==> src/rtl/lfb_pkg.sv <==
// Shared types for the link-to-FIFO bridge.
// Assumes the 2-bit route encoding of the top-level port.
package lfb_pkg;

    typedef enum logic [1:0] {
        PATH_DIRECT = 2'b00,
        PATH_LOOP   = 2'b01,
        PATH_CROSS  = 2'b10
    } path_e;

    // Map the route_mode port code to a data path; bit 1 selects crossback.
    function automatic path_e decode_route(input logic [1:0] code);
        if (code[1])
            return PATH_CROSS;
        else if (code[0])
            return PATH_LOOP;
        else
            return PATH_DIRECT;
    endfunction

endpackage

==> src/rtl/lfb_rr_pick.sv <==
// Round-robin picker over N request lines.
// Chooses the first asserted request at or after ptr, wrapping around.
// Purely combinational; the caller owns the pointer register.
module lfb_rr_pick #(
    parameter int N  = 4,
    parameter int AW = $clog2(N)
) (
    input  logic [N-1:0]  req,
    input  logic [AW-1:0] ptr,
    output logic          any,
    output logic [AW-1:0] pick
);

    // Walk offsets from farthest to nearest so the nearest request wins.
    always_comb begin
        any  = 1'b0;
        pick = '0;
        for (int i = N - 1; i >= 0; i--) begin
            if (req[(int'(ptr) + i) % N]) begin
                any  = 1'b1;
                pick = AW'((int'(ptr) + i) % N);
            end
        end
    end

endmodule

==> src/rtl/lfb_in_lane.sv <==
// Inbound lane for one link: a one-byte holding register, a count of bytes
// in the current packet and an idle timer.
// Assumes fill is raised only while the register is empty and drain only
// while it is full; commit_take only while commit_req is high.
module lfb_in_lane #(
    parameter int DW        = 8,
    parameter int PKT_BYTES = 512,
    parameter int TW        = 9
) (
    input  logic          clk,
    input  logic          rst_n,
    input  logic          fill,
    input  logic [DW-1:0] fill_data,
    input  logic          drain,
    input  logic          commit_take,
    input  logic [TW-1:0] reload_val,
    output logic          hold_v,
    output logic [DW-1:0] hold_d,
    output logic          commit_req
);

    localparam int CW = $clog2(PKT_BYTES);

    logic [CW-1:0] pkt_cnt;
    logic [TW-1:0] idle_tmr;

    // Holding register: take a byte when filled, release it when drained.
    always_ff @(posedge clk) begin
        if (!rst_n) begin
            hold_v <= 1'b0;
            hold_d <= '0;
        end else if (fill) begin
            hold_v <= 1'b1;
            hold_d <= fill_data;
        end else if (drain) begin
            hold_v <= 1'b0;
        end
    end

    // Packet byte count and idle timer: reload on write, clear on commit.
    always_ff @(posedge clk) begin
        if (!rst_n) begin
            pkt_cnt  <= '0;
            idle_tmr <= '0;
        end else if (drain) begin
            pkt_cnt  <= (pkt_cnt == CW'(PKT_BYTES - 1)) ? '0 : pkt_cnt + 1'b1;
            idle_tmr <= reload_val;
        end else if (commit_take) begin
            pkt_cnt  <= '0;
        end else if (idle_tmr != '0) begin
            idle_tmr <= idle_tmr - 1'b1;
        end
    end

    // A partly filled packet whose timer has expired wants a commit.
    assign commit_req = (pkt_cnt != '0) && (idle_tmr == '0);

endmodule

==> src/rtl/link_fifo_bridge.sv <==
// Bridge between two byte-stream link ports and a four-buffer slave FIFO.
// Addresses 0/1 are the outbound buffers of links 0/1, addresses 2/3 the
// inbound ones. One buffer is served per cycle, round-robin. Outbound data
// reaches the link transmitter (direct), its own inbound buffer (loopback)
// or the other link's inbound buffer (crossback). Partly filled inbound
// packets are committed after an idle time scaled by link_speed.
// Assumes fifo_rdata shows the head byte of the addressed buffer in the
// cycle fifo_rd is raised, and that route_mode changes only when idle.
module link_fifo_bridge
    import lfb_pkg::*;
#(
    parameter int DW        = 8,
    parameter int PKT_BYTES = 512,
    parameter int BIT_TIMES = 16,
    parameter int SLOW_DIV  = 16
) (
    input  logic            clk,
    input  logic            rst_n,
    input  logic [1:0]      route_mode,
    input  logic [1:0]      link_speed,
    output logic [1:0]      fifo_addr,
    output logic            fifo_rd,
    input  logic [DW-1:0]   fifo_rdata,
    input  logic [1:0]      flag_empty,
    input  logic [1:0]      flag_full,
    output logic            fifo_wr,
    output logic [DW-1:0]   fifo_wdata,
    output logic            fifo_commit,
    output logic [1:0]      tx_valid,
    output logic [2*DW-1:0] tx_data,
    input  logic [1:0]      tx_ready,
    input  logic [1:0]      rx_valid,
    input  logic [2*DW-1:0] rx_data,
    output logic [1:0]      rx_ready
);

    localparam int NL         = 2;
    localparam int NA         = 2 * NL;
    localparam int AW         = $clog2(NA);
    localparam int RELOAD_MAX = BIT_TIMES * SLOW_DIV;
    localparam int TW         = $clog2(RELOAD_MAX + 1);

    path_e          path;
    logic [NA-1:0]  elig;
    logic           any;
    logic [AW-1:0]  pick;
    logic [AW-1:0]  rr_ptr;
    logic           sel;
    logic [TW-1:0]  reload_val;
    logic [NL-1:0]  dest_free;
    logic [NL-1:0]  tx_v;
    logic [DW-1:0]  tx_d [NL];
    logic [NL-1:0]  in_v;
    logic [DW-1:0]  in_d [NL];
    logic [NL-1:0]  creq;
    logic [NL-1:0]  fill;
    logic [DW-1:0]  fill_d [NL];

    assign path       = decode_route(route_mode);
    assign reload_val = TW'(RELOAD_MAX) >> link_speed;
    assign sel        = pick[0];

    lfb_rr_pick #(.N(NA), .AW(AW)) i_pick (
        .req  (elig),
        .ptr  (rr_ptr),
        .any  (any),
        .pick (pick)
    );

    // Strobes for the chosen buffer; a commit uses an inbound slot with no byte to write.
    assign fifo_rd     = any && !pick[1];
    assign fifo_wr     = any && pick[1] && in_v[sel] && !flag_full[sel];
    assign fifo_commit = any && pick[1] && !fifo_wr;
    assign fifo_addr   = any ? pick : '0;
    assign fifo_wdata  = in_d[sel];

    // Round-robin pointer: move one past the address just served.
    always_ff @(posedge clk) begin
        if (!rst_n)
            rr_ptr <= '0;
        else if (any)
            rr_ptr <= pick + 1'b1;
    end

    for (genvar k = 0; k < NL; k++) begin : g_link
        localparam int PEER = NL - 1 - k;

        // Is the register that would receive link k's outbound byte free?
        always_comb begin
            case (path)
                PATH_DIRECT: dest_free[k] = !tx_v[k];
                PATH_LOOP:   dest_free[k] = !in_v[k];
                default:     dest_free[k] = !in_v[PEER];
            endcase
        end

        assign elig[k]      = !flag_empty[k] && dest_free[k];
        assign elig[NL + k] = (in_v[k] && !flag_full[k]) || creq[k];

        // Transmit holding register: load in direct mode, clear on handshake.
        always_ff @(posedge clk) begin
            if (!rst_n) begin
                tx_v[k] <= 1'b0;
                tx_d[k] <= '0;
            end else if (fifo_rd && sel == 1'(k) && path == PATH_DIRECT) begin
                tx_v[k] <= 1'b1;
                tx_d[k] <= fifo_rdata;
            end else if (tx_v[k] && tx_ready[k]) begin
                tx_v[k] <= 1'b0;
            end
        end

        assign tx_valid[k]          = tx_v[k];
        assign tx_data[k*DW +: DW]  = tx_d[k];
        assign rx_ready[k]          = (path == PATH_DIRECT) && !in_v[k];

        // Inbound source: the link receiver, or an outbound byte routed inside.
        always_comb begin
            case (path)
                PATH_DIRECT: begin
                    fill[k]   = rx_valid[k] && rx_ready[k];
                    fill_d[k] = rx_data[k*DW +: DW];
                end
                PATH_LOOP: begin
                    fill[k]   = fifo_rd && sel == 1'(k);
                    fill_d[k] = fifo_rdata;
                end
                default: begin
                    fill[k]   = fifo_rd && sel == 1'(PEER);
                    fill_d[k] = fifo_rdata;
                end
            endcase
        end

        lfb_in_lane #(.DW(DW), .PKT_BYTES(PKT_BYTES), .TW(TW)) i_lane (
            .clk         (clk),
            .rst_n       (rst_n),
            .fill        (fill[k]),
            .fill_data   (fill_d[k]),
            .drain       (fifo_wr && sel == 1'(k)),
            .commit_take (fifo_commit && sel == 1'(k)),
            .reload_val  (reload_val),
            .hold_v      (in_v[k]),
            .hold_d      (in_d[k]),
            .commit_req  (creq[k])
        );
    end

endmodule

==> config.mk <==
export PLATFORM = sky130hd
export DESIGN_NAME = link_fifo_bridge
export DESIGN_NICKNAME = d
export VERILOG_FILES = /design/src/rtl/lfb_pkg.sv /design/src/rtl/lfb_rr_pick.sv /design/src/rtl/lfb_in_lane.sv /design/src/rtl/link_fifo_bridge.sv
export SDC_FILE = /design/constraint.sdc
export NUM_CORES = 1
export LEC_CHECK = 0
export ABC_AREA = 1
export BUFFER_PORTS_ARGS = -buffer_cell sky130_fd_sc_hd__buf_2
export CAP_MARGIN = 20
export CORE_MARGIN = 8
export CORE_UTILIZATION = 63
export CTS_BUF_LIST = sky130_fd_sc_hd__clkbuf_2 sky130_fd_sc_hd__clkbuf_4 sky130_fd_sc_hd__clkbuf_8
export DETAILED_ROUTE_END_ITERATION = 10
export HOLD_SLACK_MARGIN = 0.15
export PLACE_DENSITY = 0.95
export SETUP_SLACK_MARGIN = 0.02
export SYNTH_ARGS = -nofsm -noshare
export SYNTH_HDL_FRONTEND = slang
export SYNTH_SLANG_ARGS = --single-unit
==> constraint.sdc <==
create_clock -name clk -period 8.8 [get_ports clk]
set_clock_uncertainty 0.15 [all_clocks]
set_input_delay 1.76 -clock clk [delete_from_list [all_inputs] [get_ports clk]]
set_output_delay 1.76 -clock clk [all_outputs]
set_load 0.03 [all_outputs]
==> summary.txt, run 1 <==
Status
  – Run status: complete, no violations

Clocking
  – CTS tree: done
  – Postcts setup bufs: 0
  – Clk sinks: 74
  – CTS Buffer Depth: 2
  – Clk root buf: clkbuf_8
  – CTS resizes: 0
  – CTS Buf Count: 9
  – H-tree depth: 3
  – Clock Pin Slew Worst Setup and Hold Paths: 70 ps
  – CTS Hold Buffers Added: 0
  – Worst skew pair latency: 360 ps

Worst setup path
  – Worst R2R Path Depth: 19
  – Critical Path Start Type: input port
  – RR Endpoint: tx_d[0][2]$_SDFFCE_PN0P_
  – Crit path max fanout: 29
  – Setup CP Type: input port to primary output
  – Arr. time, crit path: 4410 ps
  – Crit path required time: 6890 ps
  – R2R Path Start: g_link[1].i_lane.idle_tmr[0]$_SDFFE_PN0P_
  – Flop-to-flop setup slack: 5530 ps
  – Element type at the critical path end: primary output

Floorplanning
  – Die Y: 96.8 um
  – Starting density of the core: 64.7%
  – Die area: 9370 um^2
  – Cell Rows: 29
  – I/O pin total: 71
  – Die Wd: 96.8 um
  – Core ar.: 6350 um^2

Synth
  – Mapped Cells: 579
  – Synthesized Nets: 627
  – Netlist Area Pre-Place: 4110 um^2
  – Seq/Total Area, Yosys: 39.9%
  – Synth Register Bits: 74
  – Ys Warns: 0
  – Syn_area_per_cell: 7.10 um^2
  – Distinct cells, synth: 38

Timing
  – Crit share post-route: 71.9%
  – Final Slew Violations: 0
  – Post-route minimum period: 6320 ps
  – Final TNS setup: 0 ps
  – Fin. Hold Viols: 0
  – Final setup margin: 2480 ps
  – Relative slew slack: 31.2%
  – Least-Margin Pin Slew: 1030 ps
  – Unrepaired setup endpoints after global routing: false
  – Final Setup Violations: 0
  – Fmax: 158 MHz

Routing
  – WL per Instance: 14.5 um
  – DRT iter0 DRCs: 320
  – Vias: 4,065
  – Pre-Repair DR Iteration Count: 5
  – DRC viols: 0
  – Detail Route Antenna Nets: 0
  – Vias per inst: 5.59
  – Routed wire length: 10,500 um

Min path
  – Min-Delay Startpoint: g_link[0].i_lane.idle_tmr[0]$_SDFFE_PN0P_
  – HP Class: register to register
  – Hold EP: g_link[0].i_lane.idle_tmr[0]$_SDFFE_PN0P_
  – Hold path cells: 2

Global route
  – Initial antenna violation count: 0
  – Largest net degree at the start of global routing: 33
  – Gr usage total: 22.5%
  – Vias in the first global route: 3,921
  – Overflow after GRT: 0
  – First-pass GRT wire length: 17,800 um

Place
  – Gpl congestion: 0.906
  – Detailed-placement wirelength estimate: 7690 um
  – IO buf count: 70
  – Dpl ws: 2610 ps

Finish
  – Final #Nets: 693
  – Layout overhead on the synthesized area: 14.6%
  – Storage cell area: 1640 um^2
  – Filler Cells Inserted: 456
  – Number of diodes: 0
  – Fraction of layout cells with a size suffix above 1: 17.7%
  – Multi-input logic area: 2150 um^2

Power
  – Peak supply drop: 250 uV
  – Leakage: 2.27 nW
  – Pwr Density: 377 nW/um^2

Job
  – Max_cap viols: 0
[cells in the mapped netlist, drive strengths merged]
| cell | instances | area (um^2) |
|---|---|---|
| nand3b | 4 | 30.0 |
| nor4 | 5 | 31.3 |
| dfxtp | 58 | 1160 |
| o211ai | 3 | 22.5 |
| nand3 | 37 | 238 |
| nor3 | 9 | 50.1 |
| and2 | 1 | 6.26 |
| a21oi | 42 | 210 |
| xor2 | 12 | 105 |
| nand4 | 6 | 50.0 |
| inv | 57 | 219 |
| a31oi | 1 | 6.26 |
| clkbuf | 8 | 30.0 |
| nor2 | 116 | 482 |
| buf | 9 | 71.3 |
| edfxtp | 16 | 480 |
| o21ai | 15 | 90.1 |
| xnor2 | 8 | 70.1 |
| or2 | 1 | 6.26 |
| nand2 | 161 | 627 |
| ha | 10 | 125 |
[state kept, by name (all words and copies together), names as in the netlist]
| name | count |
|---|---|
| g_link.i_lane.hold_d | 16 |
| tx_valid | 2 |
| rr_ptr | 2 |
| g_link.i_lane.pkt_cnt | 18 |
| g_link.i_lane.hold_v | 2 |
| tx_d | 16 |
| g_link.i_lane.idle_tmr | 18 |
[metal layers]
| metal | track usage, % | wire length, um |
|---|---|---|
| met1 | 26.1 | 4210 |
| met2 | 37.1 | 5040 |
| met3 | 6.19 | 936 |
| met4 | 11.6 | 330 |
| met5 | 0 | 0 |
[cells in the final DEF (no fill, tap or decap), types with 2 or more instances in the layout]
cell type	count
a21oi_1	42
buf_2	72
bufinv_16	3
clkbuf_8	9
clkinvlp_4	2
dfxtp_1	58
edfxtp_1	16
ha_1	10
inv_1	54
inv_4	2
nand2_1	156
nand2_2	3
nand2_4	2
nand3_1	31
nand3_2	3
nand3_4	3
nand3b_1	4
nand4_1	4
nand4_2	2
nor2_1	109
nor2_2	3
nor2_4	3
nor3_1	8
nor4_1	5
o211ai_1	3
o21ai_0	9
o21ai_1	4
xnor2_1	8
xor2_1	12
[cell families (layout without fill, tap and decap cells)]
kind of cell	Yosys count	in the layout	share of synthesized area [%]
adder cells (fa/ha/maj)	10	10	3.04
AND/OR/NAND/NOR	340	340	37.0
AO/OA/AOI/OAI	61	61	8.00
buffers and inverters	74	145	7.79
XOR/XNOR	20	20	4.26
flip-flops	74	74	39.9
[worst max path at each step]
stage | slack [ps] | end | from
6_report | 2480 | fifo_commit | route_mode[1]
2_1_floorplan | 3300 | fifo_wdata[0] | route_mode[1]
5_1_grt | 2220 | fifo_commit | route_mode[1]
3_5_place_dp | 2610 | fifo_wdata[1] | route_mode[1]
3_3_place_gp | 2780 | fifo_wdata[5] | route_mode[1]
4_1_cts | 2530 | fifo_commit | route_mode[1]
[through the flow]
stage / instance area [um^2] / hold WS [ps] / std cells / utilization [%] / power (W)
after floorplan: 4110 / 294 / 579 / - / 0.00126
after global placement: 4460 / 304 / 709 / 70.2 / 0.00141
after detailed placement: 4460 / 314 / 709 / 70.2 / 0.00144
after CTS: 4700 / 325 / 725 / 74.0 / 0.00177
after global routing: 4710 / 355 / 727 / 74.2 / 0.00191
final: 4710 / 324 / 727 / 74.2 / 0.00178
[worst max-delay path, cell delays in order]
cell and delay [ps]:
buf_2 150, nor2_2 800, nand2_1 150, nand3_1 160, nand2_1 100, nand3b_1 180
nand2_2 100, inv_1 60, nand2_1 70, nand2_1 70, nand2_2 70, nand2_4 220
nand2_1 90, nand2_1 100, inv_1 40, nor2_1 80, buf_2 200
[power breakdown]
group	total [W]	switching [W]	internal [W]
clock	0.000324	0.000131	0.000192
combinational	0.000967	0.000677	0.000290
sequential	0.000486	0.0000553	0.000431
[area by class of cell]
type | instances | share of cell area [%]
Multi-Input combinational cell | 431 | 45.6
Sequential cell | 74 | 34.8
Timing Repair Buffer | 72 | 7.65
Inverter | 57 | 4.65
Clock buffer | 10 | 2.79
Clock inverter | 6 | 2.42
Tap cell | 77 | 2.04
Power figures use the tool's default switching activity.
==> run 2, diff against run 1 <==
--- a/config.mk
+++ b/config.mk
@@ -9,11 +9,11 @@
 export BUFFER_PORTS_ARGS = -buffer_cell sky130_fd_sc_hd__buf_2
 export CAP_MARGIN = 20
 export CORE_MARGIN = 8
-export CORE_UTILIZATION = 63
+export CORE_UTILIZATION = 58
 export CTS_BUF_LIST = sky130_fd_sc_hd__clkbuf_2 sky130_fd_sc_hd__clkbuf_4 sky130_fd_sc_hd__clkbuf_8
 export DETAILED_ROUTE_END_ITERATION = 10
 export HOLD_SLACK_MARGIN = 0.15
-export PLACE_DENSITY = 0.95
+export PLACE_DENSITY = 0.92
 export SETUP_SLACK_MARGIN = 0.02
 export SYNTH_ARGS = -nofsm -noshare
 export SYNTH_HDL_FRONTEND = slang
==> constraint.sdc (replaced) <==
create_clock -name clk -period 5.97 [get_ports clk]
set_clock_uncertainty 0.15 [all_clocks]
set_input_delay 1.194 -clock clk [delete_from_list [all_inputs] [get_ports clk]]
set_output_delay 1.194 -clock clk [all_outputs]
set_load 0.03 [all_outputs]
==> summary.txt, run 2 (synthesis results as in run 1) <==
Finish
  – Fraction of layout cells with a size suffix above 1: 17.7% (-0.027 points)
  – Post-Layout Cell Count: 747 (+2.8%)
  – Layout overhead on the synthesized area: 15.0%
  – Number of diodes: 0 (unchanged)
  – Commonest non-fill, non-tap cell in the layout: nand2_1
  – Most frequent cells in the layout: nand2_1 (156), nor2_1 (109), buf_2 (71)
  – Final #Nets: 694 (+0.14%)
  – Filler Cells Inserted: 578 (+27%)
  – Regs by FF count: g_link.i_lane.idle_tmr x18, g_link.i_lane.pkt_cnt x18

Timing
  – Least-Margin Pin Slew: 1010 ps (-17.4 ps)
  – Final Setup Violations: 0 (unchanged)
  – Final TNS setup: 0 ps (unchanged)
  – Relative slew slack: 32.4% (+1.2 points)
  – Fmax: 214 MHz
  – Unrepaired setup endpoints after global routing: false
  – Crit share post-route: 78.2%
  – Final Slew Violations: 0 (unchanged)
  – Fin. Hold Viols: 0 (unchanged)
  – Post-route minimum period: 4670 ps

Floorplanning
  – Cell Rows: 30 (+3.4%)
  – Die Wd: 100 um (+3.5%)
  – Die area: 10,000 um^2 (+7.2%)
  – Die Y: 100 um (+3.5%)
  – Starting density of the core: 60.2% (-4.6 points)
  – Core ar.: 6830 um^2 (+7.6%)
  – I/O pin total: 71 (unchanged)

Routing
  – DRC viols: 0 (unchanged)
  – Routed wire length: 10,300 um (-1.9%)
  – Vias: 3,972 (-2.3%)
  – Detail Route Antenna Nets: 0 (unchanged)
  – DRT iter0 DRCs: 278 (-13%)
  – Vias per inst: 5.32 (-4.9%)
  – WL per Instance: 13.8 um (-4.5%)
  – Pre-Repair DR Iteration Count: 5 (unchanged)

Worst setup path
  – RR Endpoint: g_link[0].i_lane.idle_tmr[6]$_SDFFE_PN0P_
  – Worst R2R Path Depth: 21 (+2)
  – Crit path max fanout: 29 (unchanged)
  – Setup CP Type: input port to primary output
  – Element type at the critical path end: primary output
  – Crit path required time: 4630 ps (-2260 ps)
  – Critical Path Start Type: input port
  – Arr. time, crit path: 3320 ps (-1090 ps)
  – R2R Path Start: g_link[1].i_lane.idle_tmr[0]$_SDFFE_PN0P_
  – Flop-to-flop setup slack: 2760 ps (-2770 ps)

Clocking
  – Postcts setup bufs: 0 (unchanged)
  – CTS Hold Buffers Added: 0 (unchanged)
  – CTS resizes: 0 (unchanged)
  – Clk root buf: clkbuf_8
  – Clk sinks: 74 (unchanged)
  – Worst skew pair latency: 350 ps (about the same)
  – Clock Pin Slew Worst Setup and Hold Paths: 70 ps (about the same)
  – H-tree depth: 3 (unchanged)
  – CTS tree: done
  – CTS Buffer Depth: 2 (unchanged)
  – CTS Buf Count: 9 (unchanged)

Min path
  – Hold path cells: 2 (unchanged)
  – HP Class: register to register
  – Hold EP: g_link[1].i_lane.pkt_cnt[7]$_SDFFE_PN0P_
  – Min-Delay Startpoint: g_link[1].i_lane.pkt_cnt[7]$_SDFFE_PN0P_

Power
  – Peak supply drop: 428 uV (+71%)
  – Pwr Density: 547 nW/um^2 (+45%)
  – Leakage: 2.27 nW (about the same)

Place
  – IO buf count: 70 (unchanged)
  – Placed Cells: 730 (+3.0%)
  – Gpl congestion: 0.958 (+5.8%)
  – Detailed-placement wirelength estimate: 7670 um (-0.34%)

Global route
  – Gr usage total: 21.0% (-1.5 points)
  – Largest net degree at the start of global routing: 33 (unchanged)
  – Vias in the first global route: 3,793 (-3.3%)
  – Initial antenna violation count: 0 (unchanged)
  – Overflow after GRT: 0 (unchanged)
  – First-pass GRT wire length: 17,200 um (-3.8%)

Status
  – Run status: complete, no violations

Job
  – Max_cap viols: 0 (unchanged)
==> run 2: cell count changes in the layout (fill, tap and decap cells not counted) <==
| cell | delta |
|---|---|
| clkbuf_8 | +1 |
| buf_2 | -1 |
| clkinvlp_4 | -1 |
| clkinv_4 | +1 |
| bufinv_16 | -1 |
| clkbuf_4 | -1 |
| clkinv_1 | +1 |
| buf_4 | +2 |
==> run 2: final cells by class <==
class	instances	area (um^2)	share of cell area (%)
Clock inverter	6	88.8	1.88
Clock buffer	10	138	2.91
Multi-Input combinational cell	431	2150	45.5
Inverter	57	219	4.63
Timing Repair Buffer	73	370	7.83
Tap cell	96	120	2.54
Sequential cell	74	1640	34.7
==> run 2: worst max-delay path by stage <==
stage	cells after the start	start	slack, ps	endpoint
after floorplan	15	route_mode[1]	1600	fifo_wdata[0]
after detailed placement	18	route_mode[1]	1360	fifo_commit
after global routing	18	route_mode[1]	1050	fifo_commit
after global placement	18	route_mode[1]	1510	fifo_commit
final	18	route_mode[1]	1300	fifo_commit
after CTS	18	route_mode[1]	1350	fifo_commit
==> run 2: where the power goes <==
part	total (W)	switching (W)	internal (W)
Sequential	0.000720	0.0000852	0.000635
Clock	0.000440	0.000193	0.000247
Combinational	0.00143	0.000997	0.000429
==> run 2: worst max-delay path, cell delays in order <==
cell,delay (ps)
buf_2,150
nor2_2,110
buf_4,280
nand2_1,80
nand3_1,110
nand2_1,80
nand3b_1,160
nand2_2,100
inv_1,70
nand2_1,80
nand2_1,80
nand2_2,80
nand2_4,220
nand2_1,90
nand2_1,110
inv_1,50
nor2_1,70
buf_2,200
==> run 2: layer usage <==
| layer | track usage, % | share of wire (%) | up-vias |
|---|---|---|---|
| met5 | 0 | 0 | - |
| met4 | 10.1 | 2.6 | 0 |
| met3 | 5.26 | 9.1 | 26 |
| met2 | 35.7 | 47 | 178 |
| met1 | 24.2 | 41 | 1792 |
| li1 | - | - | 1976 |
==> run 2: through the flow <==
step | power, W | cell area [um^2] | utilization (%) | setup WS (ps) | hold slack, ps
2_1_floorplan | 0.00185 | 4110 | - | 1600 | 294
3_3_place_gp | 0.00208 | 4490 | 65.7 | 1510 | 305
3_5_place_dp | 0.00214 | 4500 | 65.8 | 1360 | 310
4_1_cts | 0.00258 | 4720 | 69.1 | 1350 | 322
5_1_grt | 0.00279 | 4730 | 69.2 | 1050 | 351
6_report | 0.00259 | 4730 | 69.2 | 1300 | 317
==> run 3, diff against run 2 <==
==> constraint.sdc (replaced) <==
create_clock -name clk -period 4.8 [get_ports clk]
set_clock_uncertainty 0.15 [all_clocks]
set_input_delay 0.96 -clock clk [delete_from_list [all_inputs] [get_ports clk]]
set_output_delay 0.96 -clock clk [all_outputs]
set_load 0.03 [all_outputs]
==> summary.txt, run 3 (synthesis results as in run 1) <==
Floorplanning
  – Die Y: 100 um (unchanged)
  – Starting density of the core: 60.2% (unchanged)
  – I/O pin total: 71 (unchanged)
  – Cell Rows: 30 (unchanged)
  – Die Wd: 100 um (unchanged)
  – Die area: 10,000 um^2 (unchanged)
  – Core ar.: 6830 um^2 (unchanged)

Clocking
  – CTS tree: done
  – Clock Pin Slew Worst Setup and Hold Paths: 70 ps (about the same)
  – Worst skew pair latency: 350 ps (about the same)
  – CTS Buf Count: 9 (unchanged)
  – Postcts setup bufs: 0 (unchanged)
  – Clk root buf: clkbuf_8
  – CTS Hold Buffers Added: 0 (unchanged)
  – Clk sinks: 74 (unchanged)
  – CTS resizes: 0 (unchanged)
  – H-tree depth: 3 (unchanged)
  – CTS Buffer Depth: 2 (unchanged)

Worst setup path
  – Crit path max fanout: 19 (-34%)
  – Worst R2R Path Depth: 19 (-9.5%)
  – Critical Path Start Type: input port
  – Flop-to-flop setup slack: 1650 ps (-1110 ps)
  – CP startpoint: route_mode[1]
  – RR Endpoint: g_link[0].i_lane.idle_tmr[5]$_SDFFE_PN0P_
  – Setup CP Type: input port to primary output
  – Crit path required time: 3690 ps (-940 ps)
  – R2R Path Start: g_link[0].i_lane.idle_tmr[0]$_SDFFE_PN0P_
  – Element type at the critical path end: primary output
  – Arr. time, crit path: 2930 ps (-390 ps)

Global route
  – First-pass GRT wire length: 16,700 um (-2.7%)
  – Gr usage total: 20.4% (-0.70 points)
  – Vias in the first global route: 3,710 (-2.2%)
  – Initial antenna violation count: 0 (unchanged)
  – Overflow after GRT: 0 (unchanged)
  – Largest net degree at the start of global routing: 33 (unchanged)

Finish
  – Most frequent cells in the layout: nand2_1 (156), nor2_1 (109), buf_2 (70)
  – Number of diodes: 0 (unchanged)
  – Layout overhead on the synthesized area: 14.9% (about the same)
  – Final #Nets: 694 (unchanged)
  – Filler Cells Inserted: 554 (-4.2%)
  – Fraction of layout cells with a size suffix above 1: 17.8% (+0.15 points)
  – Regs by FF count: g_link.i_lane.idle_tmr x18, g_link.i_lane.pkt_cnt x18
  – Commonest non-fill, non-tap cell in the layout: nand2_1
  – Finished Cell Area: 4720 um^2 (about the same)

Routing
  – Pre-Repair DR Iteration Count: 5 (unchanged)
  – DRT iter0 DRCs: 333 (+20%)
  – WL per Instance: 13.5 um (-2.0%)
  – Detail Route Antenna Nets: 0 (unchanged)
  – Routed wire length: 10,100 um (-2.0%)
  – Vias: 3,963 (-0.23%)
  – Vias per inst: 5.31 (-0.23%)
  – DRC viols: 0 (unchanged)

Timing
  – Unrepaired setup endpoints after global routing: false
  – Final Slew Violations: 0 (unchanged)
  – Final Setup Violations: 0 (unchanged)
  – Relative slew slack: 32.0% (-0.37 points)
  – Final TNS setup: 0 ps (unchanged)
  – Post-route minimum period: 4040 ps
  – Fmax: 248 MHz
  – Least-Margin Pin Slew: 1020 ps (+5.59 ps)
  – Fin. Hold Viols: 0 (unchanged)
  – Crit share post-route: 84.1%

Place
  – DP Area: 4500 um^2 (+0.17%)
  – Gpl congestion: 0.921 (-3.9%)
  – Detailed-placement wirelength estimate: 7530 um (-1.8%)
  – IO buf count: 70 (unchanged)

Min path
  – Min-Delay Startpoint: g_link[1].i_lane.pkt_cnt[7]$_SDFFE_PN0P_
  – HP Class: register to register
  – Hold EP: g_link[1].i_lane.pkt_cnt[7]$_SDFFE_PN0P_
  – Hold path cells: 2 (unchanged)

Power
  – Pwr Density: 678 nW/um^2 (+24%)
  – Peak supply drop: 552 uV (+29%)
  – Leakage: 2.28 nW (about the same)

Status
  – Run status: complete, no violations

Job
  – Max_cap viols: 0 (unchanged)
## run 3: cell type report
cell class | instances | area (um^2) | share of cell area (%)
inverter | 57 | 219 | 4.63
multi-input combinational | 431 | 2150 | 45.5
clock inverter | 6 | 90.1 | 1.91
tap | 96 | 120 | 2.54
sequential | 74 | 1640 | 34.7
clock buffer | 10 | 131 | 2.78
timing repair buffer | 73 | 373 | 7.89
## run 3: worst max-delay path by stage
stage                          to  slack (ps)
floorplan           fifo_wdata[0]         900
global placement      fifo_commit         960
detailed placement  fifo_wdata[5]         800
CTS                 fifo_wdata[5]         790
global route          fifo_commit         620
finish              fifo_wdata[0]         760
## run 3: critical path, stage by stage
cell and delay (ps):
buf_2 140, nor2_1 270, nand2_1 90, nand3_1 100, nand2_1 80, nand2_2 110
inv_1 60, nand2_1 80, nand2_1 60, inv_1 100, nand2_1 70, nand2_2 80
nand2_4 160, inv_4 220, nand2_1 80, nand2_1 60, buf_2 190
## run 3: routing by layer
metal	vias up	track usage, %	part of all wire (%)
li1	1979	-	-
met1	1780	23.7	42
met2	189	35.0	46
met3	15	4.91	9.9
met4	0	7.91	2.2
met5	-	0	0
## run 3: where the power goes
part	switching, W	internal (W)	total, W
registers	0.000102	0.000789	0.000891
logic	0.00124	0.000535	0.00177
clock network	0.000236	0.000300	0.000536
total	0.00158	0.00162	0.00320
## run 3: stage by stage
| stage | total power (W) | std cells | setup slack, ps | utilization [%] | hold WS, ps |
|---|---|---|---|---|---|
| floorplan | 0.00230 | 579 | 899 | - | 294 |
| global placement | 0.00259 | 731 | 955 | 65.9 | 304 |
| detailed placement | 0.00266 | 731 | 801 | 65.9 | 309 |
| CTS | 0.00320 | 747 | 793 | 69.2 | 320 |
| global route | 0.00344 | 747 | 616 | 69.2 | 345 |
| finish | 0.00320 | 747 | 763 | 69.2 | 318 |
